`src/rtl/irq_arb_pkg.sv`:
```
package irq_arb_pkg;
  localparam int unsigned NUM_SRC = 6;
  localparam int unsigned SRC_W   = 3;
  localparam int unsigned VEC_W   = 16;

  typedef enum logic [SRC_W-1:0] {
    SRC_EXT0 = 3'd0,
    SRC_TMR0 = 3'd1,
    SRC_EXT1 = 3'd2,
    SRC_TMR1 = 3'd3,
    SRC_SER  = 3'd4,
    SRC_TMR2 = 3'd5
  } src_e;

  typedef struct packed {
    logic             valid;
    logic             hi;
    logic [SRC_W-1:0] idx;
  } pick_t;

  function automatic logic [VEC_W-1:0] vec_of(input logic [SRC_W-1:0] idx,
                                              input int unsigned base,
                                              input int unsigned stride);
    return VEC_W'(base + stride * int'(idx));
  endfunction
endpackage

```
`src/rtl/irq_cfg_regs.sv`:
```
module irq_cfg_regs
  import irq_arb_pkg::*;
#(
  parameter int unsigned      ADDR_W   = 8,
  parameter int unsigned      DATA_W   = 8,
  parameter logic [ADDR_W-1:0] EN_ADDR  = 8'hA8,
  parameter logic [ADDR_W-1:0] PRI_ADDR = 8'hB8,
  parameter int unsigned      GATE_BIT = 7
) (
  input  logic              clk_i,
  input  logic              rst_ni,
  input  logic [ADDR_W-1:0] addr_i,
  input  logic              we_i,
  input  logic [DATA_W-1:0] wdata_i,
  output logic [DATA_W-1:0] rdata_o,
  output logic              gate_o,
  output logic [NUM_SRC-1:0] en_o,
  output logic [NUM_SRC-1:0] hi_o
);
  logic               gate_q;
  logic [NUM_SRC-1:0] en_q, hi_q;

  always_ff @(posedge clk_i or negedge rst_ni) begin
    if (!rst_ni) begin
      gate_q <= 1'b0;
      en_q   <= '0;
      hi_q   <= '0;
    end else if (we_i) begin
      if (addr_i == EN_ADDR) begin
        gate_q <= wdata_i[GATE_BIT];
        en_q   <= wdata_i[NUM_SRC-1:0];
      end
      if (addr_i == PRI_ADDR) hi_q <= wdata_i[NUM_SRC-1:0];
    end
  end

  always_comb begin
    rdata_o = '0;
    if (addr_i == EN_ADDR) begin
      rdata_o[NUM_SRC-1:0] = en_q;
      rdata_o[GATE_BIT]    = gate_q;
    end else if (addr_i == PRI_ADDR) begin
      rdata_o[NUM_SRC-1:0] = hi_q;
    end
  end

  assign gate_o = gate_q;
  assign en_o   = en_q;
  assign hi_o   = hi_q;

  // priority writes never disturb the enable side
  a_r3_pri_wr_isolated: assert property (@(posedge clk_i) disable iff (!rst_ni)
    (we_i && addr_i == PRI_ADDR && PRI_ADDR != EN_ADDR) |=> $stable(en_q) && $stable(gate_q));
endmodule

```
`src/rtl/irq_sampler.sv`:
```
module irq_sampler #(
  parameter int unsigned WIDTH = 6
) (
  input  logic             clk_i,
  input  logic             rst_ni,
  input  logic             strobe_i,
  input  logic [WIDTH-1:0] raw_i,
  output logic [WIDTH-1:0] samp_o
);
  logic [WIDTH-1:0] samp_q;

  always_ff @(posedge clk_i or negedge rst_ni) begin
    if (!rst_ni)       samp_q <= '0;
    else if (strobe_i) samp_q <= raw_i;
  end

  assign samp_o = samp_q;

  // sample only moves on the strobe
  a_r4_hold_without_strobe: assert property (@(posedge clk_i) disable iff (!rst_ni)
    !strobe_i |=> $stable(samp_q));
endmodule

```
`src/rtl/irq_select.sv`:
```
module irq_select
  import irq_arb_pkg::*;
(
  input  logic [NUM_SRC-1:0] pend_i,
  input  logic [NUM_SRC-1:0] en_i,
  input  logic [NUM_SRC-1:0] hi_i,
  input  logic               gate_i,
  input  logic [1:0]         isr_i,
  output pick_t              pick_o
);
  logic [NUM_SRC-1:0] hi_cand, lo_cand;
  logic               hi_ok, lo_ok;

  assign hi_ok = gate_i & ~isr_i[1];
  assign lo_ok = gate_i & ~isr_i[1] & ~isr_i[0];

  for (genvar g = 0; g < NUM_SRC; g++) begin : g_cand
    assign hi_cand[g] = pend_i[g] & en_i[g] &  hi_i[g] & hi_ok;
    assign lo_cand[g] = pend_i[g] & en_i[g] & ~hi_i[g] & lo_ok;
  end

  logic             hi_any, lo_any;
  logic [SRC_W-1:0] hi_idx, lo_idx;

  // descending scan: lowest index wins
  always_comb begin
    hi_any = 1'b0;
    lo_any = 1'b0;
    hi_idx = '0;
    lo_idx = '0;
    for (int i = NUM_SRC - 1; i >= 0; i--) begin
      if (hi_cand[i]) begin
        hi_any = 1'b1;
        hi_idx = SRC_W'(i);
      end
      if (lo_cand[i]) begin
        lo_any = 1'b1;
        lo_idx = SRC_W'(i);
      end
    end
  end

  always_comb begin
    pick_o.valid = hi_any | lo_any;
    pick_o.hi    = hi_any;
    pick_o.idx   = hi_any ? hi_idx : lo_idx;
  end
endmodule

```
`src/rtl/irq_nest_track.sv`:
```
module irq_nest_track (
  input  logic       clk_i,
  input  logic       rst_ni,
  input  logic       ack_i,
  input  logic       ack_hi_i,
  input  logic       reti_i,
  output logic [1:0] isr_o
);
  logic [1:0] isr_q, isr_d;

  always_comb begin
    isr_d = isr_q;
    if (reti_i) begin
      if (isr_d[1]) isr_d[1] = 1'b0;
      else          isr_d[0] = 1'b0;
    end
    if (ack_i) begin
      if (ack_hi_i) isr_d[1] = 1'b1;
      else          isr_d[0] = 1'b1;
    end
  end

  always_ff @(posedge clk_i or negedge rst_ni) begin
    if (!rst_ni) isr_q <= 2'b00;
    else         isr_q <= isr_d;
  end

  assign isr_o = isr_q;

  // return with both active drops only the high class
  a_r11_reti_high_first: assert property (@(posedge clk_i) disable iff (!rst_ni)
    (reti_i && !ack_i && isr_q == 2'b11) |=> isr_q == 2'b01);
  // acknowledge marks its class
  a_r11_ack_marks: assert property (@(posedge clk_i) disable iff (!rst_ni)
    (ack_i && ack_hi_i) |=> isr_q[1]);
endmodule

```
`src/rtl/irq_arb_top.sv`:
```
module irq_arb_top
  import irq_arb_pkg::*;
#(
  parameter int unsigned VEC_BASE   = 3,
  parameter int unsigned VEC_STRIDE = 8
) (
  input  logic        clk_i,
  input  logic        rst_ni,
  input  logic [1:0]  ext_req_i,
  input  logic [2:0]  tmr_req_i,
  input  logic        ser_rx_i,
  input  logic        ser_tx_i,
  input  logic        mcycle_i,
  input  logic        boundary_i,
  input  logic        reti_i,
  input  logic [7:0]  reg_addr_i,
  input  logic        reg_we_i,
  input  logic [7:0]  reg_wdata_i,
  output logic [7:0]  reg_rdata_o,
  output logic        ack_o,
  output logic [15:0] ack_vec_o,
  output logic        ack_level_o,
  output logic [1:0]  in_service_o
);
  logic [NUM_SRC-1:0] raw, pend, en, hi;
  logic               gate;
  logic [1:0]         isr;
  pick_t              pick;
  logic               take;

  // order fixes the in-class ranking
  assign raw[SRC_EXT0] = ext_req_i[0];
  assign raw[SRC_TMR0] = tmr_req_i[0];
  assign raw[SRC_EXT1] = ext_req_i[1];
  assign raw[SRC_TMR1] = tmr_req_i[1];
  assign raw[SRC_SER]  = ser_rx_i | ser_tx_i;
  assign raw[SRC_TMR2] = tmr_req_i[2];

  irq_cfg_regs u_regs (
    .clk_i   (clk_i),
    .rst_ni  (rst_ni),
    .addr_i  (reg_addr_i),
    .we_i    (reg_we_i),
    .wdata_i (reg_wdata_i),
    .rdata_o (reg_rdata_o),
    .gate_o  (gate),
    .en_o    (en),
    .hi_o    (hi)
  );

  irq_sampler #(.WIDTH(NUM_SRC)) u_samp (
    .clk_i    (clk_i),
    .rst_ni   (rst_ni),
    .strobe_i (mcycle_i),
    .raw_i    (raw),
    .samp_o   (pend)
  );

  irq_select u_sel (
    .pend_i (pend),
    .en_i   (en),
    .hi_i   (hi),
    .gate_i (gate),
    .isr_i  (isr),
    .pick_o (pick)
  );

  assign take = boundary_i & pick.valid;

  irq_nest_track u_nest (
    .clk_i    (clk_i),
    .rst_ni   (rst_ni),
    .ack_i    (take),
    .ack_hi_i (pick.hi),
    .reti_i   (reti_i),
    .isr_o    (isr)
  );

  logic        ack_q, lvl_q;
  logic [15:0] vec_q;

  always_ff @(posedge clk_i or negedge rst_ni) begin
    if (!rst_ni) begin
      ack_q <= 1'b0;
      lvl_q <= 1'b0;
      vec_q <= '0;
    end else begin
      ack_q <= take;
      if (take) begin
        lvl_q <= pick.hi;
        vec_q <= vec_of(pick.idx, VEC_BASE, VEC_STRIDE);
      end
    end
  end

  assign ack_o        = ack_q;
  assign ack_vec_o    = vec_q;
  assign ack_level_o  = lvl_q;
  assign in_service_o = isr;

  // acknowledge only follows a boundary
  a_r5_ack_after_boundary: assert property (@(posedge clk_i) disable iff (!rst_ni)
    ack_o |-> $past(boundary_i));
  // master gate off blocks acknowledge
  a_r9_gate_blocks: assert property (@(posedge clk_i) disable iff (!rst_ni)
    (boundary_i && !gate) |=> !ack_o);
  // high class in service blocks everything
  a_r10_high_busy_blocks: assert property (@(posedge clk_i) disable iff (!rst_ni)
    (boundary_i && isr[1]) |=> !ack_o);
  // low class in service admits only high class
  a_r10_low_busy_needs_high: assert property (@(posedge clk_i) disable iff (!rst_ni)
    (boundary_i && isr == 2'b01) |=> (!ack_o || ack_level_o));
  // vector lands on a defined slot
  a_r6_vec_slot: assert property (@(posedge clk_i) disable iff (!rst_ni)
    ack_o |-> (ack_vec_o[2:0] == 3'd3 && ack_vec_o <= 16'h002B));
endmodule

```
`config.mk`:
```
export PLATFORM = sky130hd
export DESIGN_NAME = irq_arb_top
export DESIGN_NICKNAME = d
export VERILOG_FILES = /design/src/rtl/irq_arb_pkg.sv /design/src/rtl/irq_cfg_regs.sv /design/src/rtl/irq_sampler.sv /design/src/rtl/irq_select.sv /design/src/rtl/irq_nest_track.sv /design/src/rtl/irq_arb_top.sv
export SDC_FILE = /design/constraint.sdc
export NUM_CORES = 1
export LEC_CHECK = 0
export ABC_AREA = 1
export BUFFER_PORTS_ARGS = -buffer_cell sky130_fd_sc_hd__buf_2
export CAP_MARGIN = 20
export CORE_MARGIN = 2
export CORE_UTILIZATION = 25
export CTS_BUF_LIST = sky130_fd_sc_hd__clkbuf_16
export DETAILED_ROUTE_END_ITERATION = 16
export GPL_ROUTABILITY_DRIVEN = 0
export PLACE_DENSITY = 0.47
export REMOVE_ABC_BUFFERS = 1
export SLEW_MARGIN = 15
export SYNTH_ARGS = -nofsm -noshare
export SYNTH_HDL_FRONTEND = slang
export SYNTH_HIERARCHICAL = 1
export SYNTH_SLANG_ARGS = --single-unit
export TNS_END_PERCENT = 10
```
`constraint.sdc`:
```
create_clock -name clk_i -period 1.38 [get_ports clk_i]
set_input_delay 0.276 -clock clk_i [delete_from_list [all_inputs] [get_ports clk_i]]
set_output_delay 0.276 -clock clk_i [all_outputs]
set_load 0.005 [all_outputs]
```
==> flow_metrics.env <==
export IMPL_grt_max_degree=28
export IMPL_cts_buffers=3
export IMPL_outcome="finished with violations"
export IMPL_combPwrFrac=0.135
export IMPL_drtPass1Iterations=4
export IMPL_ir_worst_vdd_mv=0.431
export IMPL_swShare=0.256
export IMPL_hold_violations=0
export IMPL_finalCriticalPeriod_ns=1.49
export IMPL_syn_to_final_growth_pct=43.0
export IMPL_min_path_type="in2reg"
export IMPL_grt_overflow_total=0
export IMPL_grt_use_met1=0.148
export IMPL_r2r_cells=10
export IMPL_r2r_end="ack_level_o"
export IMPL_tritoncts="built"
export IMPL_final_nets=341
export IMPL_ys_warn_count=6
export IMPL_fin_crit_sh=1.08
export IMPL_cp_max_fo=8
export IMPL_finClkSkew_ns=0.00298
export IMPL_floorplan_core_area_mm2=0.00676
export IMPL_drtIter0Drc=70
export IMPL_cp_slowest_stage_delay_ns=0.44
export IMPL_critPathRequiredTime_ns=1.59
export IMPL_grt_pass1_vias=1571
export IMPL_synth_edf_count=0
export IMPL_yosysSeqAreaShare=0.389
export IMPL_wl_um=4390
export IMPL_critPathBufInv=1
export IMPL_max_freq_mhz=672
export IMPL_ys_seq_elements=27
export IMPL_drcViolationCount=0
export IMPL_antenna_left=0
export IMPL_violations="negative setup slack"
export IMPL_cts_htree_levels=1
export IMPL_grt_use_total=0.118
export IMPL_avgSynthCellArea_um2=7.55
export IMPL_antenna_found_initial=0
export IMPL_cts_clk_slew_worst_paths_ns=0.07
export IMPL_p_leak_uw=0.00136
export IMPL_pre_cts_slack_ns=-0.179
export IMPL_r2r_start="u_regs/gate_o"
export IMPL_cpMaxStageDelayCell="dfrtp_2"
export IMPL_dp_cells=381
export IMPL_fillers=732
export IMPL_drive_gt1_frac=0.431
export IMPL_cp_depth=10
export IMPL_rrSetupSlack_ns=-0.11
export IMPL_ioPinCount=57
export IMPL_hpwl_um=3370
export IMPL_synthCells=230
export IMPL_power_density_mw_per_mm2=719
export IMPL_final_common_cell="nand2_1"
export IMPL_finalSetupViolCount=10
export IMPL_intPower_uw=1330
export IMPL_port_buffers=43
export IMPL_synth_area_mm2=0.00174
export IMPL_grtUsageMet2=0.203
export IMPL_endpoint="ack_level_o"
export IMPL_rows=30
export IMPL_synth_async_reset_ratio=1.00
export IMPL_start_kind="flop"
export IMPL_grt_pass1_wl_um=7020
export IMPL_synthFlopType="dfrtp_1"
export IMPL_critical_path_class="reg2reg"
export IMPL_crit_path_start="u_regs/gate_o"
export IMPL_vias=1682
export IMPL_cts_sinks=27
export IMPL_start_util=0.257
export IMPL_seq_power_share=0.481
export IMPL_die_h_um=87.3
export IMPL_diodes=0
export IMPL_busiest_layer="met2"
export IMPL_worst_slack_ns=-0.107
export IMPL_drv_cap=0
export IMPL_most_common_layout_cells="90 x nand2_1, 43 x buf_2, 36 x buf_4, 26 x dfrtp_1, 14 x nand4_1"
export IMPL_wl_per_cell_um=11.2
export IMPL_instances_no_fill=391
export IMPL_crit_arrival_ns=1.69
export IMPL_p_clk_frac=0.383
export IMPL_drv_slew=0
export IMPL_die_w_um=87.3
export IMPL_die_area_mm2=0.00762
export IMPL_crit_chain="nand2_8 -> nor2_4 -> nor2_4 -> nand3_2 -> nor2_2 -> nand3_2 -> nand2_2 -> buf_6 -> nand2_1 -> nand2_1"
export IMPL_rsz0062_at_grt="yes"
export IMPL_cts_buffer_depth=2
export IMPL_via_per_inst=4.30
export IMPL_switchingPower_uw=457
export IMPL_use_met3=0.0237
export IMPL_clock_latency_ns=0.27
export IMPL_cp_top_family="simple AND/OR/NAND/NOR gates"
export IMPL_worstSetupEndpointType="flop"
export IMPL_synth_cell_type_count=28
export IMPL_clockRootBuffer="clkbuf_16"
[registers in the layout, indices dropped and copies added (netlist names)]
signal         cells
ack_vec_o          4
u_nest/isr_o       2
ack_level_o        1
u_samp/samp_o      6
u_regs/gate_o      1
u_regs/en_o        6
ack_o              1
u_regs/hi_o        6
[worst register-to-register path, stage by stage, from the launching register on]
cell and delay [ns]:
dfrtp_2 0.44, nand2_8 0.15, nor2_4 0.06, nor2_4 0.12, nand3_2 0.10, nor2_2 0.12
nand3_2 0.11, nand2_2 0.12, buf_6 0.12, nand2_1 0.05, nand2_1 0.05
[cell usage after synthesis (2+ instances only)]
master,n,share of area
buf_4,15,0.065
buf_6,2,0.013
conb_1,2,0.0043
dfrtp_1,27,0.39
inv_1,13,0.028
inv_2,4,0.0086
nand2_1,96,0.21
nand2_4,3,0.019
nand3_1,16,0.046
nand3_4,2,0.020
nand4_1,14,0.050
nor2_1,9,0.019
nor2_2,8,0.029
nor2_8,2,0.023
o21ai_0,3,0.0086
o21ai_1,2,0.0058
[layer usage]
layer | vias up | share of wire
li1 | 868 | -
met1 | 765 | 0.45
met2 | 44 | 0.49
met3 | 5 | 0.045
met4 | 0 | 0.013
met5 | - | 0
[kinds of logic after synthesis]
logic type / count (synthesis) / share of synthesized area
AND/OR/NAND/NOR: 157 / 0.447
buffers and inverters: 35 / 0.126
flip-flops: 27 / 0.389
AO/OA/AOI/OAI: 9 / 0.0332
other: 2 / 0.00433
[timing repair]
item / 4_1_cts / 5_1_grt
cloned: 0 / 0
hold endpoints to repair: 27 / 0
resized for setup: 3 / 34
pin swaps: 4 / 14
setup buffers: 2 / 3
setup endpoints to repair: 15 / 15
hold buffers: 1 / 0
[metrics by stage]
stage               hold slack (ns)  power [uW]   util  cell area [um2]  TNS, ns
finish                        0.196        1780  0.367             2480   -0.772
global route                  0.205        1880  0.367             2480    -1.86
CTS                           0.195        1800  0.347             2350   -0.907
detailed placement            0.240        1100  0.330             2230    -1.54
global placement              0.240        1100  0.330             2230    -1.33
floorplan                   -0.0196         948      -             1620    -1.71
[cell type report]
class | instances | area, um2 | share of cell area
timing repair buffer | 85 | 569 | 0.229
clock buffer | 3 | 75.1 | 0.0303
multi-input combinational | 178 | 986 | 0.397
tap | 80 | 100 | 0.0403
inverter | 17 | 68.8 | 0.0277
clock inverter | 1 | 5.00 | 0.00202
sequential | 27 | 677 | 0.273
[how the worst min path moves through the flow]
stage                       from         endpoint  slack, ns  depth (start not counted)
final                     reti_i  u_nest/isr_o[1]       0.20                          2
after global routing      reti_i  u_nest/isr_o[1]       0.21                          2
after CTS                 reti_i  u_nest/isr_o[1]       0.20                          2
after detailed placement  rst_ni  u_nest/isr_o[0]       0.24                          2
after global placement    rst_ni  u_nest/isr_o[1]       0.24                          2
after floorplan           rst_ni      ack_level_o      -0.02                          0
[power groups by stage]
stage	clock (uW)	sequential, uW	combinational [uW]
floorplan	0	865	82.6
finish	684	859	242
CTS	711	856	234
global route	744	865	272
detailed placement	0	872	230
global placement	0	871	227
No activity file was read; power rests on OpenSTA's default activity.
